### src/rtl/xfp_pkg.sv
package xfp_pkg;

    localparam int DATA_W     = 8;
    localparam int FIFO_DEPTH = 16;
    localparam int CNT_W      = 2 * DATA_W;
    localparam int RADDR_W    = 4;

    localparam logic [RADDR_W-1:0] RA_CNT_LO = 4'd0;
    localparam logic [RADDR_W-1:0] RA_CNT_HI = 4'd1;
    localparam logic [RADDR_W-1:0] RA_FIFO   = 4'd2;
    localparam logic [RADDR_W-1:0] RA_CTRL   = 4'd3;
    localparam logic [RADDR_W-1:0] RA_STAT   = 4'd4;

    // Interrupt cause codes; a larger code has higher priority.
    typedef enum logic [1:0] {
        CAUSE_NONE  = 2'd0,
        CAUSE_PIO   = 2'd1,
        CAUSE_DONE  = 2'd2,
        CAUSE_PHASE = 2'd3
    } cause_e;

    typedef struct packed {
        logic clash;   // chip select and acknowledge both active
        logic dma;     // acknowledge-port access
        logic regs;    // register-file access
    } host_sel_t;

    function automatic host_sel_t decode_sel(input logic cs, input logic dack_n);
        host_sel_t s;
        s.clash = cs & ~dack_n;
        s.dma   = ~cs & ~dack_n;
        s.regs  = cs & dack_n;
        return s;
    endfunction

    function automatic cause_e cause_max(input cause_e a, input cause_e b);
        return (a > b) ? a : b;
    endfunction

endpackage

### src/rtl/xfp_fifo.sv
module xfp_fifo #(
    parameter int W     = 8,
    parameter int DEPTH = 16
) (
    input  logic         clk,
    input  logic         rst,
    input  logic         push,
    input  logic [W-1:0] pdata,
    input  logic         pop,
    output logic [W-1:0] head,
    output logic         full,
    output logic         empty
);
    localparam int AW = $clog2(DEPTH);

    logic [W-1:0]  mem [DEPTH];
    logic [AW-1:0] wp_q, rp_q;
    logic [AW:0]   level_q;

    always_ff @(posedge clk) begin
        if (rst) begin
            wp_q    <= '0;
            rp_q    <= '0;
            level_q <= '0;
        end else begin
            if (push) wp_q <= wp_q + 1'b1;
            if (pop)  rp_q <= rp_q + 1'b1;
            if (push && !pop)      level_q <= level_q + 1'b1;
            else if (pop && !push) level_q <= level_q - 1'b1;
        end
    end

    always_ff @(posedge clk) begin
        if (push) mem[wp_q] <= pdata;
    end

    assign head  = mem[rp_q];
    assign full  = (level_q == (AW+1)'(DEPTH));
    assign empty = (level_q == '0);


    fill_step_chk: assert property (@(posedge clk) disable iff (rst)
        (push && !pop) |=> (level_q == $past(level_q) + 1'b1));


    no_overflow_chk: assert property (@(posedge clk) disable iff (rst)
        full |-> !push || pop);

endmodule

### src/rtl/xfp_xcount.sv
module xfp_xcount #(
    parameter int W = 16
) (
    input  logic           clk,
    input  logic           rst,
    input  logic           load_lo,
    input  logic           load_hi,
    input  logic [W/2-1:0] din,
    input  logic           dec,
    output logic [W-1:0]   cnt,
    output logic           tc
);
    localparam int H = W / 2;

    logic [W-1:0] cnt_q;

    always_ff @(posedge clk) begin
        if (rst)                          cnt_q <= '0;
        else if (load_lo)                 cnt_q[H-1:0] <= din;
        else if (load_hi)                 cnt_q[W-1:H] <= din;
        else if (dec && cnt_q != '0)      cnt_q <= cnt_q - 1'b1;
    end

    assign cnt = cnt_q;
    assign tc  = dec && (cnt_q == W'(1));


    count_down_chk: assert property (@(posedge clk) disable iff (rst)
        (dec && !load_lo && !load_hi && cnt_q != '0) |=> (cnt_q == $past(cnt_q) - 1'b1));


    hold_zero_chk: assert property (@(posedge clk) disable iff (rst)
        (cnt_q == '0 && !load_lo && !load_hi) |=> (cnt_q == '0));

endmodule

### src/rtl/xfp_irq.sv
module xfp_irq
    import xfp_pkg::*;
(
    input  logic   clk,
    input  logic   rst,
    input  logic   phase_i,
    input  logic   tc_i,
    input  logic   pio_i,
    input  logic   clr_i,
    input  logic   ovf_i,
    input  logic   clash_i,
    output cause_e cause,
    output logic   err_fifo,
    output logic   err_clash,
    output logic   irq
);
    cause_e new_c, cause_q;
    logic   errf_q, errc_q;

    always_comb begin
        if (phase_i)    new_c = CAUSE_PHASE;
        else if (tc_i)  new_c = CAUSE_DONE;
        else if (pio_i) new_c = CAUSE_PIO;
        else            new_c = CAUSE_NONE;
    end

    always_ff @(posedge clk) begin
        if (rst) begin
            cause_q <= CAUSE_NONE;
            errf_q  <= 1'b0;
            errc_q  <= 1'b0;
        end else begin
            cause_q <= clr_i ? new_c : cause_max(cause_q, new_c);
            errf_q  <= (errf_q && !clr_i) || ovf_i;
            errc_q  <= (errc_q && !clr_i) || clash_i;
        end
    end

    assign cause     = cause_q;
    assign err_fifo  = errf_q;
    assign err_clash = errc_q;
    assign irq       = (cause_q != CAUSE_NONE);


    phase_wins_chk: assert property (@(posedge clk) disable iff (rst)
        phase_i |=> (cause_q == CAUSE_PHASE));


    done_irq_chk: assert property (@(posedge clk) disable iff (rst)
        (tc_i && !phase_i) |=> (irq && cause_q >= CAUSE_DONE));


    clear_chk: assert property (@(posedge clk) disable iff (rst)
        (clr_i && !phase_i && !tc_i && !pio_i) |=> !irq);


    clash_flag_chk: assert property (@(posedge clk) disable iff (rst)
        clash_i |=> err_clash);

endmodule

### src/rtl/xfer_port.sv
module xfer_port
    import xfp_pkg::*;
#(
    parameter int DEPTH = FIFO_DEPTH
) (
    input  logic                clk,
    input  logic                rst,
    input  logic                cs,
    input  logic [RADDR_W-1:0]  reg_addr,
    input  logic                rd,
    input  logic                wr,
    input  logic [DATA_W-1:0]   wdata,
    output logic [DATA_W-1:0]   rdata,
    input  logic                dack_n,
    output logic                dreq,
    input  logic                dev_in_valid,
    input  logic [DATA_W-1:0]   dev_in_data,
    output logic                dev_in_ready,
    output logic                dev_out_valid,
    output logic [DATA_W-1:0]   dev_out_data,
    input  logic                dev_out_ready,
    input  logic                phase_chg,
    output logic                irq
);
    host_sel_t          sel;
    logic               wr_s, fifo_hit, rd_req, wr_req;
    logic               host_pop, host_push, dev_push, dev_pop, ovf;
    logic               f_push, f_pop, f_full, f_empty;
    logic [DATA_W-1:0]  f_head, f_pdata;
    logic               dir_q, dma_ok, pio_ok, stat_clr, tc;
    logic [CNT_W-1:0]   cnt;
    cause_e             cause;
    logic               err_fifo, err_clash;

    assign sel      = decode_sel(cs, dack_n);
    assign wr_s     = wr && !rd;
    assign fifo_hit = sel.dma || (sel.regs && reg_addr == RA_FIFO);
    assign rd_req   = rd   && fifo_hit;
    assign wr_req   = wr_s && fifo_hit;

    assign host_pop  = rd_req && !f_empty;
    assign host_push = wr_req && !f_full;
    assign ovf       = (rd_req && f_empty) || (wr_req && f_full);

    assign dev_in_ready  = !dir_q && !f_full && !wr_req;
    assign dev_out_valid = dir_q && !f_empty && !rd_req;
    assign dev_out_data  = f_head;
    assign dev_push      = dev_in_valid && dev_in_ready;
    assign dev_pop       = dev_out_valid && dev_out_ready;

    assign f_push  = host_push || dev_push;
    assign f_pdata = host_push ? wdata : dev_in_data;
    assign f_pop   = host_pop || dev_pop;

    assign dma_ok   = sel.dma && (host_pop || host_push);
    assign pio_ok   = sel.regs && (reg_addr == RA_FIFO) && (host_pop || host_push);
    assign stat_clr = sel.regs && rd && (reg_addr == RA_STAT);

    assign dreq = dir_q ? !f_full : !f_empty;

    always_ff @(posedge clk) begin
        if (rst)                                           dir_q <= 1'b0;
        else if (sel.regs && wr_s && reg_addr == RA_CTRL)  dir_q <= wdata[0];
    end

    xfp_fifo #(.W(DATA_W), .DEPTH(DEPTH)) u_fifo (
        .clk(clk), .rst(rst),
        .push(f_push), .pdata(f_pdata), .pop(f_pop),
        .head(f_head), .full(f_full), .empty(f_empty)
    );

    xfp_xcount #(.W(CNT_W)) u_cnt (
        .clk(clk), .rst(rst),
        .load_lo(sel.regs && wr_s && reg_addr == RA_CNT_LO),
        .load_hi(sel.regs && wr_s && reg_addr == RA_CNT_HI),
        .din(wdata), .dec(dma_ok),
        .cnt(cnt), .tc(tc)
    );

    xfp_irq u_irq (
        .clk(clk), .rst(rst),
        .phase_i(phase_chg), .tc_i(tc), .pio_i(pio_ok), .clr_i(stat_clr),
        .ovf_i(ovf), .clash_i(sel.clash),
        .cause(cause), .err_fifo(err_fifo), .err_clash(err_clash), .irq(irq)
    );

    always_comb begin
        rdata = '0;
        if (rd && sel.dma) begin
            rdata = f_empty ? '0 : f_head;
        end else if (rd && sel.regs) begin
            case (reg_addr)
                RA_CNT_LO: rdata = cnt[DATA_W-1:0];
                RA_CNT_HI: rdata = cnt[CNT_W-1:DATA_W];
                RA_FIFO:   rdata = f_empty ? '0 : f_head;
                RA_CTRL:   rdata = {{(DATA_W-1){1'b0}}, dir_q};
                RA_STAT:   rdata = {err_fifo, err_clash, {(DATA_W-4){1'b0}}, cause};
                default:   rdata = '0;
            endcase
        end
    end


    ignored_access_chk: assert property (@(posedge clk) disable iff (rst)
        (rd_req && f_empty && !dev_push) |=> f_empty);


    req_in_chk: assert property (@(posedge clk) disable iff (rst)
        (!dir_q && dev_push && !f_pop) |=> dreq);

endmodule

### config.mk
export PLATFORM = sky130hd
export DESIGN_NAME = xfer_port
export DESIGN_NICKNAME = d
export VERILOG_FILES = /design/src/rtl/xfp_pkg.sv /design/src/rtl/xfp_fifo.sv /design/src/rtl/xfp_xcount.sv /design/src/rtl/xfp_irq.sv /design/src/rtl/xfer_port.sv
export SDC_FILE = /design/constraint.sdc
export NUM_CORES = 1
export LEC_CHECK = 0
export ABC_AREA = 0
export BUFFER_PORTS_ARGS = -buffer_cell sky130_fd_sc_hd__buf_2
export CORE_MARGIN = 2
export CORE_UTILIZATION = 55
export DETAILED_ROUTE_END_ITERATION = 8
export GPL_TIMING_DRIVEN = 0
export PLACE_DENSITY = 0.73
export REMOVE_ABC_BUFFERS = 1
export SLEW_MARGIN = 15
export SYNTH_ARGS = -nofsm -noshare
export SYNTH_HDL_FRONTEND = slang
export SYNTH_HIERARCHICAL = 1
export SYNTH_SLANG_ARGS = --single-unit
### constraint.sdc
create_clock -name clk -period 6.1 [get_ports clk]
set_input_delay 0.61 -clock clk [delete_from_list [all_inputs] [get_ports clk]]
set_output_delay 0.61 -clock clk [all_outputs]
set_load 0.01 [all_outputs]
==> After elaboration in Yosys (flattened, before gate mapping) <==
Memory sizes are Yosys's and may differ from the RTL's. A register that Yosys moved wholly into a read port is not among the register bits.
Index checks and enable logic that the tools add are counted.
{ "op_classes": {"addsub": 5, "bitwise_logic": 6, "muxes": 21, "n_lt_le_gt_ge": 1, "eq_ne": 8, "reduce_logical": 54} }
{ "ops": {"columns": ["op", "n"], "rows": [
  ["$mux 8", 7],
  ["$pmux 8 s5", 1],
  ["$logic_and 1x1->1", 29],
  ["$eq 16x1->1 const B", 1],
  ["$mux 16", 1],
  ["$reduce_bool 16->1", 1],
  ["$sub 16x1->16 const B", 1],
  ["$mux 5", 2],
  ["$logic_not 1->1", 9],
  ["$add 4x1->4 const B", 2],
  ["$eq 4x2->1 const B", 2],
  ["$mux 2", 4],
  ["$mux 4", 2],
  ["$reduce_bool 2->1", 4],
  ["$logic_or 1x1->1", 7],
  ["$add 5x1->5 const B", 1],
  ["$eq 5x5->1 const B", 1],
  ["$logic_not 5->1", 1],
  ["$sub 5x1->5 const B", 1],
  ["$eq 4x1->1 const B", 1],
  ["$eq 4x3->1 const B", 1],
  ["$logic_not 4->1", 1],
  ["$mux 1", 4],
  ["$ne 2x1->1 const B", 2],
  ["other kinds (4)", 9]
]} }
{ "totals": {"input_bits": 29, "out_inout_bits": 20, "mem_count": 1, "mem_bits_rw": 128, "register_bits": 34, "word_cells": 105} }
{ "mem_list": {"columns": ["memory", "depth", "width", "rd", "rd_ports_with_merged_regs", "wr", "line_no", "text"], "rows": [
  ["u_fifo.mem", 16, 8, 1, 1, 1, "xfp_fifo.sv:16", "logic [W-1:0] mem [DEPTH];"]
]} }

==> Depth between registers and ports, before layout <==
{ "depth": {"depth_word": 13, "depth_mapped": 13, "depth_no_buf": 13} }

==> By module <==
The synthesis kept the hierarchy.
{ "by_module_without_submodules": {"columns": ["module", "n_inst", "area_per_inst_um2", "seq_area_each_um2", "cells_each"], "rows": [
  ["xfp_fifo", 1, 5809.3, 4184.0, 306],
  ["xfp_xcount", 1, 1168.6, 320.3, 141],
  ["xfer_port", 1, 674.4, 20.0, 83],
  ["xfp_irq", 1, 231.5, 80.1, 25]
]} }

==> Worst setup path after synthesis <==
Ideal clock, no wire load.
{ "synth_timing": {"kind": "in2reg", "from": "input port reg_addr[0]", "to": "register u_fifo.level_q[4]", "path_stages": 12, "t_required_ns": 5.979, "setup_ns": 0.121, "arrival_time_ns": 3.132, "path_buffers": 1, "slack_ns": 2.847, "path_cell_list": "buf_2 -> nor2b_1 -> o2bb2ai_4 -> nand2_1 -> a21oi_1 -> inv_1 -> ha_1 -> fa_1 -> nand2b_1 -> a21oi_1 -> mux2i_1 -> mux2_2"} }
{ "synth_between": {"elab_chain_cells": 11, "elab_cells_between_ends": 21, "classes_between": "eq/ne (1); mux (1); reduce/logical (19)"} }
{ "synth_rtl": {"columns": ["item", "line_no", "text"], "rows": [
  ["start: declaration", "xfer_port.sv:9", "input logic [RADDR_W-1:0] reg_addr,"],
  ["$eq 4x2->1 (*)", "xfer_port.sv:37", "assign fifo_hit = sel.dma || (sel.regs && reg_addr == RA_FIFO);"],
  ["$logic_and 1x1->1 (*)", "xfer_port.sv:37", null],
  ["$logic_or 1x1->1 (*)", "xfer_port.sv:37", null],
  ["$logic_and 1x1->1 (*)", "xfer_port.sv:38", "assign rd_req = rd && fifo_hit;"],
  ["$logic_not 1->1", "xfer_port.sv:46", "assign dev_out_valid = dir_q && !f_empty && !rd_req;"],
  ["$logic_and 1x1->1", "xfer_port.sv:46", null],
  ["$logic_and 1x1->1", "xfer_port.sv:49", "assign dev_pop = dev_out_valid && dev_out_ready;"],
  ["$logic_or 1x1->1 (*)", "xfer_port.sv:53", "assign f_pop = host_pop || dev_pop;"],
  ["named net f_pop", "xfer_port.sv:28", "logic f_push, f_pop, f_full, f_empty;"],
  ["$logic_not 1->1", "xfp_fifo.sv:28", "if (push && !pop) level_q <= level_q + 1'b1;"],
  ["$logic_and 1x1->1", "xfp_fifo.sv:28", null],
  ["$mux 5 or $reduce_bool 2->1 (tied branches)", null, null],
  ["end signal: assignment", "xfp_fifo.sv:28", null],
  ["end signal: assignment", "xfp_fifo.sv:29", "else if (pop && !push) level_q <= level_q - 1'b1;"],
  ["end: declaration", "xfp_fifo.sv:18", "logic [AW:0] level_q;"]
]} }
The timed path passes the listed nets; every way through them passes the cells marked *.
A chain may end at the register's enable or synchronous reset.

==> Worst setup path after layout <==
{ "layout_timing": {"from": "register u_cnt.cnt_q[3] (netlist: u_cnt/cnt[3])", "to": "register u_irq.cause_q[1] (netlist: u_irq/cause[1])"} }
{ "layout_between": {"elab_chain_cells": 6, "elab_cells_between_ends": 8, "classes_between": "order compare (1); eq/ne (2); mux (4); reduce/logical (1)"} }
{ "layout_rtl": {"columns": ["item", "line_no", "text"], "rows": [
  ["start: declaration", "xfp_xcount.sv:15", "logic [W-1:0] cnt_q;"],
  ["start signal: indexed assignment", "xfp_xcount.sv:19", "else if (load_lo) cnt_q[H-1:0] <= din;"],
  ["start signal: indexed assignment", "xfp_xcount.sv:20", "else if (load_hi) cnt_q[W-1:H] <= din;"],
  ["start signal: assignment", "xfp_xcount.sv:21", "else if (dec && cnt_q != '0) cnt_q <= cnt_q - 1'b1;"],
  ["$eq 16x1->1", "xfp_xcount.sv:25", "assign tc = dec && (cnt_q == W'(1));"],
  ["$logic_and 1x1->1", "xfp_xcount.sv:25", null],
  ["named net tc", "xfer_port.sv:30", "logic dir_q, dma_ok, pio_ok, stat_clr, tc;"],
  ["$mux 2", "xfp_irq.sv:22", "else if (tc_i) new_c = CAUSE_DONE;"],
  ["$mux 2", "xfp_irq.sv:21", "if (phase_i) new_c = CAUSE_PHASE;"],
  ["named net u_irq.new_c[0]", "xfp_irq.sv:17", "cause_e new_c, cause_q;"],
  ["$gt 2x2->1", "xfp_pkg.sv:37", "return (a > b) ? a : b;"],
  ["$ne 2x1->1 (no line)", null, null],
  ["end signal: assignment", "xfp_irq.sv:33", "cause_q <= clr_i ? new_c : cause_max(cause_q, new_c);"],
  ["end: declaration", "xfp_irq.sv:17", null]
]} }
The timed path passes the listed nets, and every way through them passes these cells. The select of a mux whose other input is x is not followed.

==> summary.md <==
| Metric | Value |
|---|---|
| Status | `completed` |
| YS warnings | `6` |
| Die area | `15300 µm²` |
| Vias per Instance | `roughly 6.3` |
| Setup violators final | `0` |
| Worst-Margin Slew | `approximately 1100 ps` |
| Clk_lat worst skew | `between 400 and 500 ps` |
| Mean Syn Cell Area | `14.2 µm²` |
| CTS tree | `built` |
| Primary FF master, synth | `edfxtp_1` |
| Worst Setup End Kind | `flip-flop` |
| Worst path arrival time | `around 4000 ps` |
| Most common cell after layout, fill and taps aside | `edfxtp_1` |
| Die Ht | `roughly 120 µm` |
| Post-synth EDFFs | `approximately 130` |
| First-pass GRT wire length | `roughly 26000 µm` |
| CP required | `approximately 6400 ps` |
| Vias in the first global route | `4823` |
| Antenna fix cells | `0` |
| Routed len/inst | `22.1 µm` |
| Dpl hpwl | `11600 µm` |
| Rel. slew slack | `0.232` |
| Max FO, Critical Path | `8` |
| Final GP Congestion | `approximately 0.96` |
| Core Box Area | `between 10000 and 15000 µm²` |
| Startpoint Class | `flip-flop` |
| Total Neg Setup Slack | `0 ps` |
| Max IR drop VDD | `0.280 mV` |
| Total number of vias | `5012` |
| Row Count | `43` |
| MaxCap Viol Count | `0` |
| Area growth syn-to-layout | `12.3%` |
| Unique masters post-synth | `76` |
| Gr ovfl total | `0` |
| Initial core utilization | `0.566` |
| Clock root buffer | `clkbuf_16` |
| FF-to-FF End | `u_irq/cause[1]$_SDFFE_PP0P_` |
| IO Pins | `slightly below 50` |
| Utilization after layout | `0.635` |
| Hold Buf Count CTS | `0` |
| Fin cells | `790` |
| Initial antenna violation count | `0` |
| Skew final | `10.2 ps` |
| Lkg Pwr | `between 0.003 and 0.004 µW` |
| Die Width | `~120 µm` |
| HP Start | `u_irq/err_clash$_SDFF_PP0_` |
| CP Class | `flip-flop to flip-flop` |
| Post-Route WL | `between 15000 and 20000 µm` |
| Layout Nets | `640` |
| Fillers | `between 1000 and 1500` |
| I/O Buffers | `48` |
| RSZ-0062 raised after global routing | `no` |
| H-tree depth | `4` |
| Slew Limit Fails | `0` |
| Residual DRC count | `0` |
| Hold WS | `about 500 ps` |
| Total Routing Usage GR | `0.239` |
| FF+latch count, synth | `roughly 170` |
| WHS Path Cells | `2` |
| Fraction of final layout cells sized beyond drive strength 1 | `0.213` |
| Hold Path End | `u_irq/err_clash$_SDFF_PP0_` |
| Final worst path period need | `3670 ps` |
| DRT iter0 DRCs | `about 570` |
| RR Startpoint | `u_cnt/cnt[3]$_SDFFE_PP0P_` |
| Post CTS Setup Buffer Count | `0` |
| Routed Antenna Nets | `0` |
| Hold Vio Cnt, Final | `0` |
| Clock transition at path regs | `roughly 70 ps` |
| Post-Syn Area | `about 8000 µm²` |
| Placed cells | `758` |
| HP Class | `flip-flop to flip-flop` |
| Cell count after synthesis | `roughly 560` |
| Number of buffers created by CTS | `17` |
| PD cells | `slightly above 400 nW/µm²` |
| Clock Sinks | `about 170` |
| Worst R2R Setup Slack | `roughly 2400 ps` |
| CTS resizes | `0` |
| Period utilization | `0.602` |
| Worst Reg-to-Reg Cells | `10` |
| Highest Clock Rate | `0.272 GHz` |
| Drt pass-1 iters | `5` |
| Total power | `3630 µW` |
| Largest net degree at the start of global routing | `approximately 40` |
| Post-synthesis sequential area ratio | `0.584` |
| Highest-count cells in the layout ignoring fill and taps | `edfxtp_1 (128), buf_2 (48), nor2_1 (40)` |
| Longest Clk Path Bufs | `2` |
| Share of flip-flops with an asynchronous set or reset | `0` |
report_power, final:
part / switching, µW / internal [µW] / leakage [µW]
Sequential: 94.3 / 1320 / 0.00147
Clock: 452 / 613 / 0.000294
Combinational: 700 / 460 / 0.00135
Total: 1250 / 2390 / 0.00311
metal layers:
metal / GRT usage / vias up / part of all wire
met5: 0 / - / 0
met3: 0.0394 / 17 / 0.050
met1: 0.318 / 2546 / 0.43
li1: - / 2291 / -
met2: 0.404 / 158 / 0.51
met4: 0.0795 / 0 / 0.012
kinds of logic after synthesis:
| kind of cell | share of synthesized area |
|---|---|
| muxes | 0.131 |
| DFF | 0.584 |
| and+or+nand+nor | 0.122 |
| buffers and inverters | 0.0298 |
| AOI/OAI and AO/OA | 0.102 |
| xor gates and xnor gates | 0.00889 |
| adders and majority gates | 0.0232 |
cells in the mapped netlist, types with 8 or more instances:
cell type,number,share of area
a21oi_1,16,0.010
a22oi_1,20,0.019
and2_1,19,0.015
buf_2,8,0.0051
clkbuf_1,13,0.0062
dfxtp_1,38,0.096
edfxtp_1,128,0.49
ha_1,13,0.021
inv_1,20,0.0095
mux2_4,9,0.017
mux2i_1,11,0.014
mux4_1,14,0.047
mux4_2,18,0.051
nand2_1,26,0.012
nor2_1,40,0.019
nor2b_1,11,0.0087
nor3_1,12,0.0076
o31ai_1,8,0.0076
metrics by stage:
stage / setup slack, ps / cell area [µm²]
final: 2430 / 8850
after global routing: 2200 / 8850
after CTS: 2500 / 8850
after detailed placement: 2300 / 8260
after global placement: 1710 / 8190
after floorplan: 2710 / 7720
critical path, cell delays in order, from the launching register on:
cell     delay [ps]
dfxtp_1         390
or4_1           680
nor4_1          900
and4b_1         380
inv_1            50
a21oi_1         240
inv_1            80
ha_1            290
a21oi_2         170
o21ai_2          90
mux2_4          300
flip-flops by register name (all words and copies together) (netlist names), named ones only:
name             cells
u_fifo/rp_q          4
u_fifo/level_q       5
u_irq/err_fifo       1
u_fifo/wp_q          4
u_fifo/mem         128
u_cnt/cnt           16
u_irq/cause          2
u_irq/err_clash      1
dir_q                1
cell type report:
cell class,count,area [µm²],share of cell area
clock inverter,15,169,0.0191
clock buffer,17,425,0.0481
sequential,166,4610,0.521
inverter,20,75.1,0.00848
tap,180,225,0.0254
timing repair buffer,51,299,0.0338
multi-input combinational,341,3050,0.345
worst max path at each step:
| stage | from | endpoint |
|---|---|---|
| after floorplan | flip-flop | rdata[0] |
| after global placement | rd | u_cnt/cnt[14]$_SDFFE_PP0P_ |
| after detailed placement | reg_addr[0] | u_fifo/level_q[4]$_SDFFE_PP0P_ |
| after CTS | u_cnt/cnt[3]$_SDFFE_PP0P_ | u_irq/cause[1]$_SDFFE_PP0P_ |
| after global routing | u_cnt/cnt[3]$_SDFFE_PP0P_ | u_irq/cause[1]$_SDFFE_PP0P_ |
| final | u_cnt/cnt[3]$_SDFFE_PP0P_ | u_irq/cause[1]$_SDFFE_PP0P_ |
No activity file was read; power rests on OpenSTA's default activity.
